[src/rtl/uart_brk_pkg.sv]
package uart_brk_pkg;

  // register addresses
  localparam int unsigned A_CTRL = 0;
  localparam int unsigned A_STAT = 1;
  localparam int unsigned A_DHI  = 2;
  localparam int unsigned A_DLO  = 3;

  // status bit positions
  localparam int unsigned SB_EMPTY = 7;
  localparam int unsigned SB_DONE  = 6;

  // control register, bit 0 = enable
  typedef struct packed {
    logic nine;
    logic lng;
    logic brk;
    logic en;
  } ctrl_t;

  typedef enum logic [1:0] {CH_NONE, CH_BRK, CH_PRE, CH_DAT} char_kind_e;

  function automatic int unsigned frame_bits(int unsigned dw, logic nine);
    return dw + 2 + (nine ? 1 : 0);
  endfunction

  function automatic int unsigned break_bits(int unsigned dw, logic nine, logic lng);
    return frame_bits(dw, nine) + (lng ? 3 : 0);
  endfunction

endpackage

[src/rtl/uart_brk_rstsync.sv]
module uart_brk_rstsync #(
  parameter int unsigned STAGES = 2
) (
  input  logic clk,
  input  logic rst_n,
  output logic rst_sync_n
);
  logic [STAGES-1:0] sync_q;

  always_ff @(posedge clk or negedge rst_n) begin
    if (!rst_n) sync_q <= '0;
    else        sync_q <= {sync_q[STAGES-2:0], 1'b1};
  end

  assign rst_sync_n = sync_q[STAGES-1];
endmodule

[src/rtl/uart_brk_regs.sv]
module uart_brk_regs
  import uart_brk_pkg::*;
#(
  parameter int unsigned AW = 2,
  parameter int unsigned DW = 8
) (
  input  logic          clk,
  input  logic          rst_n,
  input  logic          bus_wr,
  input  logic          bus_rd,
  input  logic [AW-1:0] bus_addr,
  input  logic [DW-1:0] bus_wdata,
  input  logic          take_brk,
  input  logic          take_pre,
  input  logic          take_dat,
  input  logic          tc_set,
  output ctrl_t         ctrl,
  output logic [DW:0]   tdr,
  output logic          tdre,
  output logic          tc,
  output logic          brk_pend,
  output logic          pre_pend,
  output logic          tc_clr,
  output logic [DW-1:0] bus_rdata
);
  localparam int unsigned CTRL_W = $bits(ctrl_t);

  ctrl_t       ctrl_q, ctrl_n;
  logic [DW:0] tdr_q, tdr_n;
  logic        tdre_q, tdre_n, tc_q, tc_n;
  logic        arm_e_q, arm_e_n, arm_d_q, arm_d_n;
  logic        brk_q, brk_n, pre_q, pre_n;
  logic        wr_ctrl, wr_dhi, wr_dlo, rd_stat;
  logic        brk_rise, en_rise, queue_ev;

  always_comb begin
    wr_ctrl  = bus_wr && (bus_addr == AW'(A_CTRL));
    wr_dhi   = bus_wr && (bus_addr == AW'(A_DHI));
    wr_dlo   = bus_wr && (bus_addr == AW'(A_DLO));
    rd_stat  = bus_rd && (bus_addr == AW'(A_STAT));
    brk_rise = wr_ctrl && bus_wdata[1] && !ctrl_q.brk;
    en_rise  = wr_ctrl && bus_wdata[0] && !ctrl_q.en;
    queue_ev = brk_rise || en_rise;

    ctrl_n = wr_ctrl ? ctrl_t'(bus_wdata[CTRL_W-1:0]) : ctrl_q;

    tdr_n = tdr_q;
    if (wr_dlo) tdr_n[DW-1:0] = bus_wdata;
    if (wr_dhi) tdr_n[DW]     = bus_wdata[0];

    // arming by status read, disarming by data-low write
    arm_e_n = wr_dlo ? 1'b0 : ((rd_stat && tdre_q) ? 1'b1 : arm_e_q);
    arm_d_n = wr_dlo ? 1'b0 : ((rd_stat && tc_q)   ? 1'b1 : arm_d_q);

    if (take_dat)                tdre_n = 1'b1;
    else if (wr_dlo && arm_e_q)  tdre_n = 1'b0;
    else                         tdre_n = tdre_q;

    // clear has priority over set
    tc_clr = (wr_dlo && arm_d_q) || queue_ev || take_brk || take_pre || take_dat;
    if (tc_clr)      tc_n = 1'b0;
    else if (tc_set) tc_n = 1'b1;
    else             tc_n = tc_q;

    if (brk_rise)      brk_n = 1'b1;
    else if (take_brk) brk_n = 1'b0;
    else               brk_n = brk_q;

    if (en_rise)                          pre_n = 1'b1;
    else if (take_pre)                    pre_n = 1'b0;
    else if (wr_ctrl && !bus_wdata[0])    pre_n = 1'b0;
    else                                  pre_n = pre_q;
  end

  always_ff @(posedge clk or negedge rst_n) begin
    if (!rst_n) begin
      ctrl_q  <= '0;
      tdr_q   <= '0;
      tdre_q  <= 1'b1;
      tc_q    <= 1'b1;
      arm_e_q <= 1'b0;
      arm_d_q <= 1'b0;
      brk_q   <= 1'b0;
      pre_q   <= 1'b0;
    end else begin
      ctrl_q  <= ctrl_n;
      tdr_q   <= tdr_n;
      tdre_q  <= tdre_n;
      tc_q    <= tc_n;
      arm_e_q <= arm_e_n;
      arm_d_q <= arm_d_n;
      brk_q   <= brk_n;
      pre_q   <= pre_n;
    end
  end

  always_comb begin
    bus_rdata = '0;
    case (bus_addr)
      AW'(A_CTRL): bus_rdata[CTRL_W-1:0] = ctrl_q;
      AW'(A_STAT): begin
        bus_rdata[SB_EMPTY] = tdre_q;
        bus_rdata[SB_DONE]  = tc_q;
      end
      AW'(A_DHI):  bus_rdata[0] = tdr_q[DW];
      default:     bus_rdata = tdr_q[DW-1:0];
    endcase
  end

  assign ctrl     = ctrl_q;
  assign tdr      = tdr_q;
  assign tdre     = tdre_q;
  assign tc       = tc_q;
  assign brk_pend = brk_q;
  assign pre_pend = pre_q;
endmodule

[src/rtl/uart_brk_shift.sv]
module uart_brk_shift
  import uart_brk_pkg::*;
#(
  parameter int unsigned DW = 8
) (
  input  logic                       clk,
  input  logic                       rst_n,
  input  logic                       bit_tick,
  input  ctrl_t                      ctrl,
  input  logic [DW:0]                tdr,
  input  logic                       tdre,
  input  logic                       brk_pend,
  input  logic                       pre_pend,
  output logic                       txd,
  output logic                       take_brk,
  output logic                       take_pre,
  output logic                       take_dat,
  output logic                       tc_set,
  output logic [$clog2(DW+7)-1:0]    left
);
  localparam int unsigned SW = DW + 5;
  localparam int unsigned CW = $clog2(DW + 7);

  logic [SW-1:0] sh_q, sh_n;
  logic [CW-1:0] left_q, left_n;
  logic          txd_q, txd_n;
  char_kind_e    kind;
  logic          at_bound, load;

  // character selection at a boundary: break, preamble, data
  always_comb begin
    at_bound = bit_tick && (left_q == '0);
    if (!ctrl.en)                    kind = CH_NONE;
    else if (brk_pend || ctrl.brk)   kind = CH_BRK;
    else if (pre_pend)               kind = CH_PRE;
    else if (!tdre)                  kind = CH_DAT;
    else                             kind = CH_NONE;
    load = at_bound && (kind != CH_NONE);
  end

  always_comb begin
    sh_n   = sh_q;
    left_n = left_q;
    txd_n  = txd_q;
    if (load) begin
      unique case (kind)
        CH_BRK: begin
          txd_n  = 1'b0;
          sh_n   = '0;
          left_n = CW'(break_bits(DW, ctrl.nine, ctrl.lng) - 1);
        end
        CH_PRE: begin
          txd_n  = 1'b1;
          sh_n   = '1;
          left_n = CW'(frame_bits(DW, ctrl.nine) - 1);
        end
        CH_DAT: begin
          txd_n          = 1'b0;
          sh_n           = '1;
          sh_n[DW-1:0]   = tdr[DW-1:0];
          if (ctrl.nine) sh_n[DW] = tdr[DW];
          left_n = CW'(frame_bits(DW, ctrl.nine) - 1);
        end
        default: ;
      endcase
    end else if (bit_tick && (left_q != '0)) begin
      txd_n  = sh_q[0];
      sh_n   = {1'b1, sh_q[SW-1:1]};
      left_n = left_q - 1'b1;
    end else if (at_bound) begin
      txd_n = 1'b1;
    end
  end

  always_ff @(posedge clk or negedge rst_n) begin
    if (!rst_n) begin
      sh_q   <= '1;
      left_q <= '0;
      txd_q  <= 1'b1;
    end else if (bit_tick) begin
      sh_q   <= sh_n;
      left_q <= left_n;
      txd_q  <= txd_n;
    end
  end

  assign take_brk = load && (kind == CH_BRK);
  assign take_pre = load && (kind == CH_PRE);
  assign take_dat = load && (kind == CH_DAT);
  assign tc_set   = at_bound && !load && tdre;
  assign txd      = txd_q;
  assign left     = left_q;
endmodule

[src/rtl/uart_brk_tx.sv]
module uart_brk_tx
  import uart_brk_pkg::*;
#(
  parameter int unsigned AW          = 2,
  parameter int unsigned DW          = 8,
  parameter int unsigned SYNC_STAGES = 2
) (
  input  logic          clk,
  input  logic          rst_n,
  input  logic          bit_tick,
  input  logic          bus_wr,
  input  logic          bus_rd,
  input  logic [AW-1:0] bus_addr,
  input  logic [DW-1:0] bus_wdata,
  output logic [DW-1:0] bus_rdata,
  output logic          txd
);
  localparam int unsigned CW = $clog2(DW + 7);

  logic          rst_sync_n;
  ctrl_t         ctrl_w;
  logic [DW:0]   tdr_w;
  logic          tdre_w, tc_w, brk_pend_w, pre_pend_w, tc_clr_w;
  logic          take_brk_w, take_pre_w, take_dat_w, tc_set_w;
  logic [CW-1:0] left_w;

  uart_brk_rstsync #(.STAGES(SYNC_STAGES)) u_rst (
    .clk        (clk),
    .rst_n      (rst_n),
    .rst_sync_n (rst_sync_n)
  );

  uart_brk_regs #(.AW(AW), .DW(DW)) u_regs (
    .clk       (clk),
    .rst_n     (rst_sync_n),
    .bus_wr    (bus_wr),
    .bus_rd    (bus_rd),
    .bus_addr  (bus_addr),
    .bus_wdata (bus_wdata),
    .take_brk  (take_brk_w),
    .take_pre  (take_pre_w),
    .take_dat  (take_dat_w),
    .tc_set    (tc_set_w),
    .ctrl      (ctrl_w),
    .tdr       (tdr_w),
    .tdre      (tdre_w),
    .tc        (tc_w),
    .brk_pend  (brk_pend_w),
    .pre_pend  (pre_pend_w),
    .tc_clr    (tc_clr_w),
    .bus_rdata (bus_rdata)
  );

  uart_brk_shift #(.DW(DW)) u_shift (
    .clk      (clk),
    .rst_n    (rst_sync_n),
    .bit_tick (bit_tick),
    .ctrl     (ctrl_w),
    .tdr      (tdr_w),
    .tdre     (tdre_w),
    .brk_pend (brk_pend_w),
    .pre_pend (pre_pend_w),
    .txd      (txd),
    .take_brk (take_brk_w),
    .take_pre (take_pre_w),
    .take_dat (take_dat_w),
    .tc_set   (tc_set_w),
    .left     (left_w)
  );
endmodule

[config.mk]
export PLATFORM = sky130hd
export DESIGN_NAME = uart_brk_tx
export DESIGN_NICKNAME = d
export VERILOG_FILES = /design/src/rtl/uart_brk_pkg.sv /design/src/rtl/uart_brk_rstsync.sv /design/src/rtl/uart_brk_regs.sv /design/src/rtl/uart_brk_shift.sv /design/src/rtl/uart_brk_tx.sv
export SDC_FILE = /design/constraint.sdc
export NUM_CORES = 1
export LEC_CHECK = 0
export BUFFER_PORTS_ARGS = -buffer_cell sky130_fd_sc_hd__buf_2
export CORE_MARGIN = 5
export CORE_UTILIZATION = 52
export DETAILED_ROUTE_END_ITERATION = 16
export PLACE_DENSITY = 0.75
export SYNTH_ARGS = -nofsm -noshare
export SYNTH_HDL_FRONTEND = slang
export SYNTH_SLANG_ARGS = --single-unit
export TNS_END_PERCENT = 100
[constraint.sdc]
create_clock -name clk -period 1.15 [get_ports clk]
set_input_delay 0.0575 -clock clk [delete_from_list [all_inputs] [get_ports clk]]
set_output_delay 0.0575 -clock clk [all_outputs]
set_load 0.05 [all_outputs]
== Yosys cells after proc, flatten, opt, wreduce, memory -nomap -nowiden ==
Index checks and enable logic that the tools add are counted.

* Muxes and demuxes: 34
* Reduce and logical (&&, ||, !) cells: 51
* Eq/ne operators: 9
* Add/sub/neg operators: 5

{| class="wikitable"
|+ Operators with widths
! operator !! number
|-
| $pmux 13 s3 || 1
|-
| $mux 13 || 2
|-
| $logic_and 1x1->1 || 21
|-
| $mux 1 || 18
|-
| $reduce_bool 2->1 || 7
|-
| $mux 2 || 6
|-
| $sub 4x1->4 const B || 3
|-
| $reduce_and 3->1 || 3
|-
| $eq 2x2->1 const B || 4
|-
| $mux 4 || 2
|-
| $pmux 4 s2 || 1
|-
| $reduce_or 2->1 || 4
|-
| $logic_or 1x1->1 || 6
|-
| $ne 3x3->1 const B || 2
|-
| $pmux 3 s2 || 1
|-
| $reduce_bool 3->1 || 2
|-
| $add 4x4->4 || 1
|-
| $add 4x4->4 const A || 1
|-
| $eq 2x1->1 const B || 2
|-
| $logic_not 1->1 || 4
|-
| $logic_not 4->1 || 1
|-
| $ne 4x4->1 const B || 1
|-
| $pmux 2 s2 || 1
|-
| $reduce_bool 4->1 || 1
|-
| other kinds (4) || 4
|}

* Word-level logic and storage cells: 115
* Bits of input ports: 15
* Register bits: 39
* Output and inout port bits: 9

== Logic depth before layout (Yosys ltp) ==
Gate-level depths: netlist (run 1).

* Depth in word-level cells: 11
* Depth in mapped cells: 7
* Mapped depth without buffers: 6

== Hierarchy ==
A second synthesis (run 1) with hierarchy kept.

* Cells, all modules: 193
* Area total of the unflattened synthesis: 2109.5 µm²

{| class="wikitable"
|+ By module, submodules not included
! module !! sequential area each (µm²) !! area an instance (µm²) !! instances !! cells an instance
|-
| uart_brk_shift || 467.9 || 1161.1 || 1 || 107
|-
| uart_brk_regs || 478.0 || 894.6 || 1 || 83
|-
| uart_brk_rstsync || 50.0 || 53.8 || 1 || 3
|}

== Worst setup path after synthesis (run 1) ==
Ideal clock, no wire load.

* Kind: reg2reg
* Start: register u_shift.left_q[0], in the netlist u_shift.left[0]
* End: register u_shift.sh_q[0]
* Buffers on the path: 1
* Arrival time: 1615 ps
* Clock period less this slack: 1697 ps
* Cell stages (with the launch flop): 8
* Library setup time: 82 ps
* Required time: 1068 ps
* Slack: -547 ps
* Path through: dfrtp_1 inv_1 ha_1 nor3b_4 o21ai_4 nand2_2 buf_12 mux2_4

* Longest elaborated chain between the ends: 5
* Elaborated cells on any way between the ends: 9
* Classes of those cells: eq/ne: 1; mux: 1; reduce/logical: 7

{| class="wikitable"
|+ RTL lines
! what !! line !! text
|-
| from (decl) || uart_brk_shift.sv:25 || <nowiki>logic [CW-1:0] left_q, left_n;</nowiki>
|-
| from (signal assigned) || uart_brk_shift.sv:82 || <nowiki>left_q <= left_n;</nowiki>
|-
| $logic_not 4->1 || uart_brk_shift.sv:32 || <nowiki>at_bound = bit_tick && (left_q == '0);</nowiki>
|-
| $logic_and 1x1->1 || uart_brk_shift.sv:32 ||
|-
| $logic_and 1x1->1 || uart_brk_shift.sv:38 || <nowiki>load = at_bound && (kind != CH_NONE);</nowiki>
|-
| $ne 4x4->1 (no line) / $reduce_bool 2->1 (equally long branches) || - ||
|-
| $reduce_and 3->1 (no line) || - ||
|-
| to (signal assigned) || uart_brk_shift.sv:81 || <nowiki>sh_q <= sh_n;</nowiki>
|-
| to (decl) || uart_brk_shift.sv:24 || <nowiki>logic [SW-1:0] sh_q, sh_n;</nowiki>
|}

Parallel ways exist; a longest one is shown, timed or not.
A chain may end at the register's enable or synchronous reset.

== Worst setup path after layout (run 1) ==
* Start: register u_regs.tdre_q, in the netlist u_regs.tdre
* End: register u_shift.left_q[0], in the netlist u_shift.left[0]

* Longest elaborated chain between the ends: 8
* Elaborated cells on any way between the ends: 15
* Classes of those cells: eq/ne: 4; mux: 6; reduce/logical: 5

{| class="wikitable"
|+ RTL lines
! what !! line !! text
|-
| from (decl) || uart_brk_regs.sv:30 || <nowiki>logic tdre_q, tdre_n, tc_q, tc_n;</nowiki>
|-
| from (signal assigned) || uart_brk_regs.sv:88 || <nowiki>tdre_q <= tdre_n;</nowiki>
|-
| $mux 2 * || uart_brk_shift.sv:36 || <nowiki>else if (!tdre) kind = CH_DAT;</nowiki>
|-
| $mux 2 * || uart_brk_shift.sv:35 || <nowiki>else if (pre_pend) kind = CH_PRE;</nowiki>
|-
| $mux 2 * || uart_brk_shift.sv:34 || <nowiki>else if (brk_pend || ctrl.brk) kind = CH_BRK;</nowiki>
|-
| $mux 2 * || uart_brk_shift.sv:33 || <nowiki>if (!ctrl.en) kind = CH_NONE;</nowiki>
|-
| $eq 2x2->1 / $reduce_bool 2->1 (equally long branches) || uart_brk_shift.sv:46, uart_brk_shift.sv:38 ||
|-
| $reduce_or 2->1 (no line) / $logic_and 1x1->1 (equally long branches) || - ||
|-
| $ne 3x3->1 (no line) (tied with other cells) || - ||
|-
| $reduce_and 3->1 (no line) / $mux 4 (equally long branches) || - ||
|}

Every way passes the cells marked *; elsewhere a longest branch is shown, timed or not.

==> impl_metrics.py, run 1 <==
metrics = {
    "final_layout": {
        "mostFrequentLayoutCells": "buf_4 (31), buf_6 (24), dfrtp_1 (21)",
        "fillCellCount": 235,
        "mostFrequentLayoutCell": "buf_4",
        "antenna_cells": 0,
        "area_growth_pct": 44.30,
        "finalCoreUtilization_pct": 77.64,
        "layout.nets": 288,
        "fin_cells": 321,
        "finalInstanceArea_um2": 3105,
        "drive_gt1_share_pct": 58.67,
    },
    "worst_setup_path": {
        "rr_endpoint": "u_shift.left[0]$_DFFE_PN0P_",
        "endpoint_kind": "flop",
        "reg2reg_from": "u_regs.tdre$_DFFE_PN1P_",
        "cp.required_ns": 1.33,
        "crit_start": "u_regs.tdre$_DFFE_PN1P_",
        "endpoint": "u_shift.left[0]$_DFFE_PN0P_",
        "arrival_ns": 1.80,
        "worstPathMaxFanout": 5,
        "reg2reg_slack_ns": -0.47,
        "crit_type": "reg2reg",
        "ff2ff_path_depth": 5,
        "start_kind": "flop",
    },
    "route": {
        "drt-vias-per-instance": 5.673,
        "wl_per_cell_um": 18.56,
        "antenna_left": 0,
        "wl_um": 5959,
        "num_vias": 1821,
        "first_pass_iters": 5,
        "drc": 0,
        "drt_iter0_drc": 111,
    },
    "place": {
        "dp_hpwl_um": 3715,
        "place.gp.congestion": 0.7858,
        "placed_area_um2": 2564,
        "io_buffer_count": 23,
        "dp_cells": 296,
    },
    "clock_network": {
        "cts-root-buf": "clkbuf_8",
        "clock_path_buffers": 2,
        "clkSlewWorstSetupHoldPaths_ns": 0.08,
        "cts_sinks": 39,
        "htreeDepth": 2,
        "clkLatencyLatePin_ns": 0.29,
        "cts_tree": "yes",
        "cts_inserted_buffers": 5,
    },
    "timing": {
        "report.final.slew_viol_count": 0,
        "final.period_utilization_pct": 140.8,
        "setup_ws_ns": -0.4694,
        "timing.fmax_mhz": 617.5,
        "rsz0062_at_grt": "true",
        "setup-violations-final": 29,
        "finClkSkew_ns": 0.006311,
        "hold_viol": 0,
        "period_minus_slack_ns": 1.619,
    },
    "logic_synthesis": {
        "synth_mux_area_share_pct": 12.44,
        "ys_async_sr_fraction_pct": 100.0,
        "yosys_register_bits": 39,
        "synth-simple-area-share_pct": 16.28,
        "synth_top_area_share_pct": 26.74,
        "yosysWarnings": 0,
        "synth_top_area_cell": "dfrtp_1",
        "synth_flop_cell": "dfrtp_1",
        "postSynthNetCount": 215,
        "syn-cell-area_um2": 2152,
        "synth_edf_count": 0,
        "synth_top_family_by_area": "compound AO/OA/AOI/OAI gates",
        "yosysSeqAreaShare_pct": 46.28,
        "yosys.area_share.xor_xnor_pct": 0,
        "synth_cell_type_count": 49,
        "synth_fa_ha_area_share_pct": 1.744,
        "synth-compound-area-share_pct": 16.45,
        "syn_avg_cell_area_um2": 10.92,
        "synthTopCellsByArea": "dfrtp_1 (27%), dfstp_2 (20%), mux2_2 (5.2%), mux2i_1 (3.7%), mux2_4 (3.5%)",
        "synthCells": 197,
    },
    "outcome": {
        "violations": "setup timing",
        "status": "finished with violations",
    },
    "global_route": {
        "grt_pass1_vias": 1948,
        "grt_antenna_before_repair": 0,
        "grt_overflow": 0,
        "grt_pass1_wl_um": 9384,
        "grt_max_degree": 31,
        "grt_usage_pct": 23.11,
    },
    "floorplanning": {
        "die_x_um": 74.33,
        "row_count": 23,
        "die_area_um2": 5525,
        "die_height_um": 74.33,
        "io_pins": 24,
        "start_util_pct": 53.80,
        "core_area_um2": 4000,
    },
    "power_and_ir_drop": {
        "vdd_drop_max_v": 0.001329,
        "power.static_leakage_nw": 1.404,
        "p_per_area_nw_per_um2": 1899,
    },
    "worst_hold_path": {
        "hp-class": "in2reg",
    },
    "run": {
        "drv_cap": 0,
    },
}
==> routing by layer <==
metal,vias to the layer above,wire length [µm],global-route usage [%]
li1,854,-,-
met1,898,2389,27.42
met2,57,3168,40.16
met3,12,240,4.865
met4,0,161,10.67
met5,-,0,0
==> power by group <==
part	leakage [nW]	total [mW]	internal, mW	switching, mW
logic	0.921	2.69	1.50	1.19
clock network	0.0422	0.899	0.426	0.473
registers	0.441	2.31	1.92	0.389
==> metrics by stage <==
stage | power, mW | hold WS (ns) | setup TNS, ns | worst slack (ns)
floorplan | 3.571 | -0.2381 | -7.484 | -0.5318
global placement | 4.206 | -0.1575 | -9.150 | -0.4766
detailed placement | 4.285 | -0.1556 | -10.22 | -0.5359
CTS | 5.656 | 0.007007 | -9.107 | -0.4457
global route | 6.231 | 0.01163 | -11.67 | -0.5277
finish | 5.897 | 0.009293 | -10.21 | -0.4694
==> Yosys cell counts (2+ instances only) <==
library cell / count
mux2i_1: 8
nand3_1: 10
dfstp_2: 16
mux2_2: 10
nand2_1: 17
nor3b_4: 2
inv_1: 13
nor3_1: 3
o32ai_1: 2
a22o_1: 4
buf_6: 3
a2bb2oi_1: 7
clkbuf_1: 4
dfrtp_1: 23
a21oi_1: 7
o21ai_0: 13
mux2_4: 5
buf_2: 2
nor2_1: 7
ha_1: 3
nor2b_1: 2
a31oi_1: 3
and3_1: 3
and2_1: 2
nor3b_1: 2
buf_4: 2
a221o_1: 2
==> final cells by class <==
| type | instances | area (µm²) | area share [%] |
|---|---|---|---|
| multi-input combinational | 133 | 1239 | 39.89 |
| inverter | 13 | 48.80 | 1.571 |
| clock buffer | 7 | 76.32 | 2.458 |
| clock inverter | 1 | 5.005 | 0.1612 |
| sequential | 39 | 998.5 | 32.15 |
| tap | 50 | 62.56 | 2.015 |
| timing repair buffer | 78 | 675.6 | 21.76 |
==> worst min-delay path by stage <==
stage	from	depth (start not counted)	slack, ns	end
after floorplan	rst_n	0	-0.24	u_rst.sync_q[0]$_DFF_PN0_
after global placement	rst_n	1	-0.16	u_rst.sync_q[0]$_DFF_PN0_
after detailed placement	rst_n	1	-0.16	u_rst.sync_q[1]$_DFF_PN0_
after CTS	bus_wdata[7]	2	0.007	u_regs.tdr[7]$_DFFE_PN0N_
after global routing	bus_wdata[7]	2	0.01	u_regs.tdr[7]$_DFFE_PN0N_
final	bus_wdata[7]	2	0.009	u_regs.tdr[7]$_DFFE_PN0N_
==> state kept, by name, indices dropped and copies added, names as in the netlist <==
| signal | count |
|---|---|
| u_regs.arm_d_q | 1 |
| u_regs.tdre | 1 |
| u_regs.pre_pend | 1 |
| u_shift.left | 4 |
| u_regs.tdr | 9 |
| u_regs.arm_e_q | 1 |
| u_rst.sync_q | 2 |
| u_regs.ctrl | 4 |
| u_shift.sh_q | 13 |
| u_shift.txd | 1 |
| u_regs.tc | 1 |
| u_regs.brk_pend | 1 |
==> critical path, stage by stage (launching register included) <==
cell,delay (ns)
dfstp_2,0.58
nor4b_4,0.30
buf_4,0.18
nor3b_4,0.04
buf_6,0.12
a221o_1,0.28
==> repair_timing <==
item | CTS | global route
hold buffers | 6 | 0
setup endpoints to repair | 29 | 32
hold endpoints to repair | 7 | 0
gates resized for setup | 62 | 20
pin swaps | 9 | 17
setup buffers | 7 | 5
==> cells by family (layout without fill, tap and decap cells) <==
group                    count (synthesis)  count (layout)
AND/OR/NAND/NOR                         57              57
AO/OA/AOI/OAI                           49              49
flip-flops                              39              39
buffers and inverters                   25              99
multiplexers                            23              23
adder cells (fa/ha/maj)                  3               3
other                                    1               1
No activity file was read; power rests on OpenSTA's default activity.
==> inputs of run 2 (changes only) <==
--- a/config.mk
+++ b/config.mk
@@ -5,6 +5,7 @@
 export SDC_FILE = /design/constraint.sdc
 export NUM_CORES = 1
 export LEC_CHECK = 0
+export ABC_AREA = 1
 export BUFFER_PORTS_ARGS = -buffer_cell sky130_fd_sc_hd__buf_2
 export CORE_MARGIN = 5
 export CORE_UTILIZATION = 52
==> run 2 against run 1 <==
Net effect: the flow still finishes with violations (setup timing); routed wire length is 6.3% lower; synthesized cell count is 34% higher; worst setup slack better by 0.083 ns; first-iteration DRC count is 5.4% higher; clock skew is 0.0026 ns higher; count of clock-buffer cells in the layout stayed put; area after synthesis is 5.2% lower; largest power group unchanged.
==> impl_metrics.py, run 2 <==
metrics = {
    "global_route": {
        "grtUsageMet1_pct": 28.08,
        "grt_usage_pct": 23.09,
        "grt_antenna_before_repair": 0,
        "gr-usage-met2_pct": 39.38,
        "busiest_layer": "met2",
        "grt_overflow": 0,
        "grt_pass1_vias": 2003,
        "grt_max_degree": 38,
        "grt_pass1_wl_um": 9190,
        "grt.met3_usage_pct": 4.821,
    },
    "logic_synthesis": {
        "synth-simple-area-share_pct": 29.69,
        "synth_mux_area_share_pct": 0,
        "synth_top_family_by_area": "simple AND/OR/NAND/NOR gates",
        "synth.most_common_cell": "nand2_1",
        "postSynthNetCount": 282,
        "yosys_register_bits": 39,
        "syn-cell-area_um2": 2039,
        "synth_top_area_share_pct": 28.22,
        "synthCells": 264,
        "synth_edf_count": 0,
        "yosys.area_share.xor_xnor_pct": 0.8589,
        "synth_fa_ha_area_share_pct": 1.840,
        "yosysWarnings": 0,
        "syn_avg_cell_area_um2": 7.725,
        "yosysSeqAreaShare_pct": 48.83,
        "synth-compound-area-share_pct": 10.12,
        "netlist_top_cells_count": "nand2_1 (112), inv_1 (27), dfrtp_1 (23), o21ai_0 (21), dfstp_2 (16)",
        "synthTopCellsByArea": "dfrtp_1 (28%), dfstp_2 (21%), nand2_1 (21%), o21ai_0 (5.2%), inv_1 (5.0%)",
        "synth_cell_type_count": 29,
        "synth_top_area_cell": "dfrtp_1",
        "synth_flop_cell": "dfrtp_1",
        "ys_async_sr_fraction_pct": 100.0,
    },
    "timing": {
        "setup-violations-final": 28,
        "timing.fmax_mhz": 650.9,
        "hold_viol": 0,
        "rsz0062_at_grt": "true",
        "report.final.slew_viol_count": 0,
        "period_minus_slack_ns": 1.536,
        "tns_ns": -8.144,
        "finClkSkew_ns": 0.008921,
        "setup_ws_ns": -0.3864,
        "final.period_utilization_pct": 133.6,
    },
    "floorplanning": {
        "die_x_um": 72.63,
        "die_area_um2": 5274,
        "row_count": 22,
        "start_util_pct": 54.48,
        "core_area_um2": 3744,
        "io_pins": 24,
        "die_height_um": 72.63,
    },
    "route": {
        "num_vias": 1989,
        "wl_per_cell_um": 14.39,
        "wl_um": 5584,
        "antenna_left": 0,
        "drt_iter0_drc": 117,
        "drc": 0,
        "drt-vias-per-instance": 5.126,
        "first_pass_iters": 6,
    },
    "place": {
        "io_buffer_count": 23,
        "dp_slack_ns": -0.3299,
        "dp_hpwl_um": 3587,
        "place.gp.congestion": 0.8240,
    },
    "final_layout": {
        "fillCellCount": 250,
        "largest_reg_flops": 13,
        "antenna_cells": 0,
        "layout.nets": 357,
        "drive_gt1_share_pct": 37.65,
        "mostFrequentLayoutCells": "nand2_1 (109), buf_4 (34), dfrtp_1 (23)",
        "mostFrequentLayoutCell": "nand2_1",
        "top_register": "u_shift.sh_q",
        "area_growth_pct": 41.29,
    },
    "clock_network": {
        "clkSlewWorstSetupHoldPaths_ns": 0.08,
        "cts_inserted_buffers": 5,
        "cts_sinks": 39,
        "cts-root-buf": "clkbuf_8",
        "clock_path_buffers": 2,
        "htreeDepth": 2,
        "cts_tree": "yes",
        "clkLatencyLatePin_ns": 0.30,
    },
    "worst_setup_path": {
        "arrival_ns": 1.74,
        "worstPathMaxFanout": 11,
        "crit_type": "reg2reg",
        "start_kind": "flop",
        "endpoint_kind": "flop",
        "cp.required_ns": 1.35,
    },
    "power_and_ir_drop": {
        "vdd_drop_max_v": 0.001004,
        "p_per_area_nw_per_um2": 2187,
        "power.static_leakage_nw": 1.495,
    },
    "run": {
        "drv_cap": 0,
    },
    "outcome": {
        "status": "finished with violations",
        "violations": "setup timing",
    },
    "worst_hold_path": {
        "hp-class": "in2reg",
    },
}
==> run 2: changes by cell type after synthesis, sizes merged, moves of 7 or more <==
cell,change
o21ai,+15
nand2,+100
mux2,-15
inv,+17
a2bb2oi,-7
mux2i,-8
==> run 2: worst paths after layout <==
check,start,to,slack [ns],cells after the start
setup / recovery,u_shift.left[1]$_DFFE_PN0P_,u_shift.left[0]$_DFFE_PN0P_,-0.39,12
hold / removal,bus_wdata[1],u_regs.tdr[1]$_DFFE_PN0N_,0.03,3
setup reg to reg,u_shift.left[1]$_DFFE_PN0P_,u_shift.left[0]$_DFFE_PN0P_,-0.39,12
hold reg to reg,u_rst.sync_q[1]$_DFF_PN0_,u_regs.tdr[1]$_DFFE_PN0N_,0.25,1
max in group asynchronous,u_rst.sync_q[1]$_DFF_PN0_,u_shift.txd$_DFFE_PN1P_,0.64,1
min in group asynchronous,rst_n,u_rst.sync_q[0]$_DFF_PN0_,0.06,2
==> run 2: cell families (layout without fill, tap and decap cells) <==
group | count (synthesis) | after routing
flops | 39 | 39
buf+inv | 37 | 112
xor+xnor | 2 | 2
simple gates | 143 | 144
compound gates | 39 | 39
fa+ha+maj | 3 | 3
other cells | 1 | 1
==> run 2: where the power goes <==
part	switching [mW]	internal [mW]
registers	0.283	1.98
clock network	0.504	0.546
logic	1.63	1.36
total	2.41	3.89
==> run 2: through the flow <==
step | hold WS, ns | instances | utilization [%] | power, mW | cell area (µm²)
floorplan | -0.2381 | 264 | - | 3.795 | 2091
global placement | -0.1590 | 360 | 66.31 | 4.658 | 2482
detailed placement | -0.1505 | 360 | 66.31 | 4.715 | 2482
CTS | 0.01276 | 384 | 75.10 | 6.095 | 2811
global route | 0.05338 | 388 | 76.97 | 6.747 | 2882
finish | 0.02525 | 388 | 76.97 | 6.301 | 2882
==> run 2: cell type report <==
type                       instances  area (µm²)  share of cell area (%)
tap                               48       60.06                   2.084
multi-input combinational        189       964.7                   33.48
clock buffer                       7       96.34                   3.343
timing repair buffer              74       631.9                   21.93
inverter                          30       125.1                   4.342
clock inverter                     1       7.507                  0.2605
sequential                        39       996.0                   34.56
==> run 2: critical path, stage by stage, from the launching register on <==
cell and delay, ns:
dfrtp_1 0.40, inv_2 0.08, ha_4 0.15, nand2_4 0.05, nor2_4 0.12, nand2_4 0.12, inv_4 0.08, nand2_4 0.07
buf_12 0.15, nand2_1 0.05, nand2_1 0.05, nand2_1 0.05, nand2_1 0.04
==> run 2: what timing repair did <==
action / in CTS / in global routing
gates resized for setup: 31 / 16
cloned: 1 / 0
hold buffers: 7 / 0
setup endpoints to repair: 28 / 31
buffers inserted: 8 / 5
pin swaps: 11 / 9
hold endpoints to repair: 10 / 0
==> run 2: layer usage <==
metal | vias up | wire length [µm]
li1 | 974 | -
met1 | 940 | 2316
met2 | 56 | 2843
met3 | 19 | 241
met4 | 0 | 182
met5 | - | 0
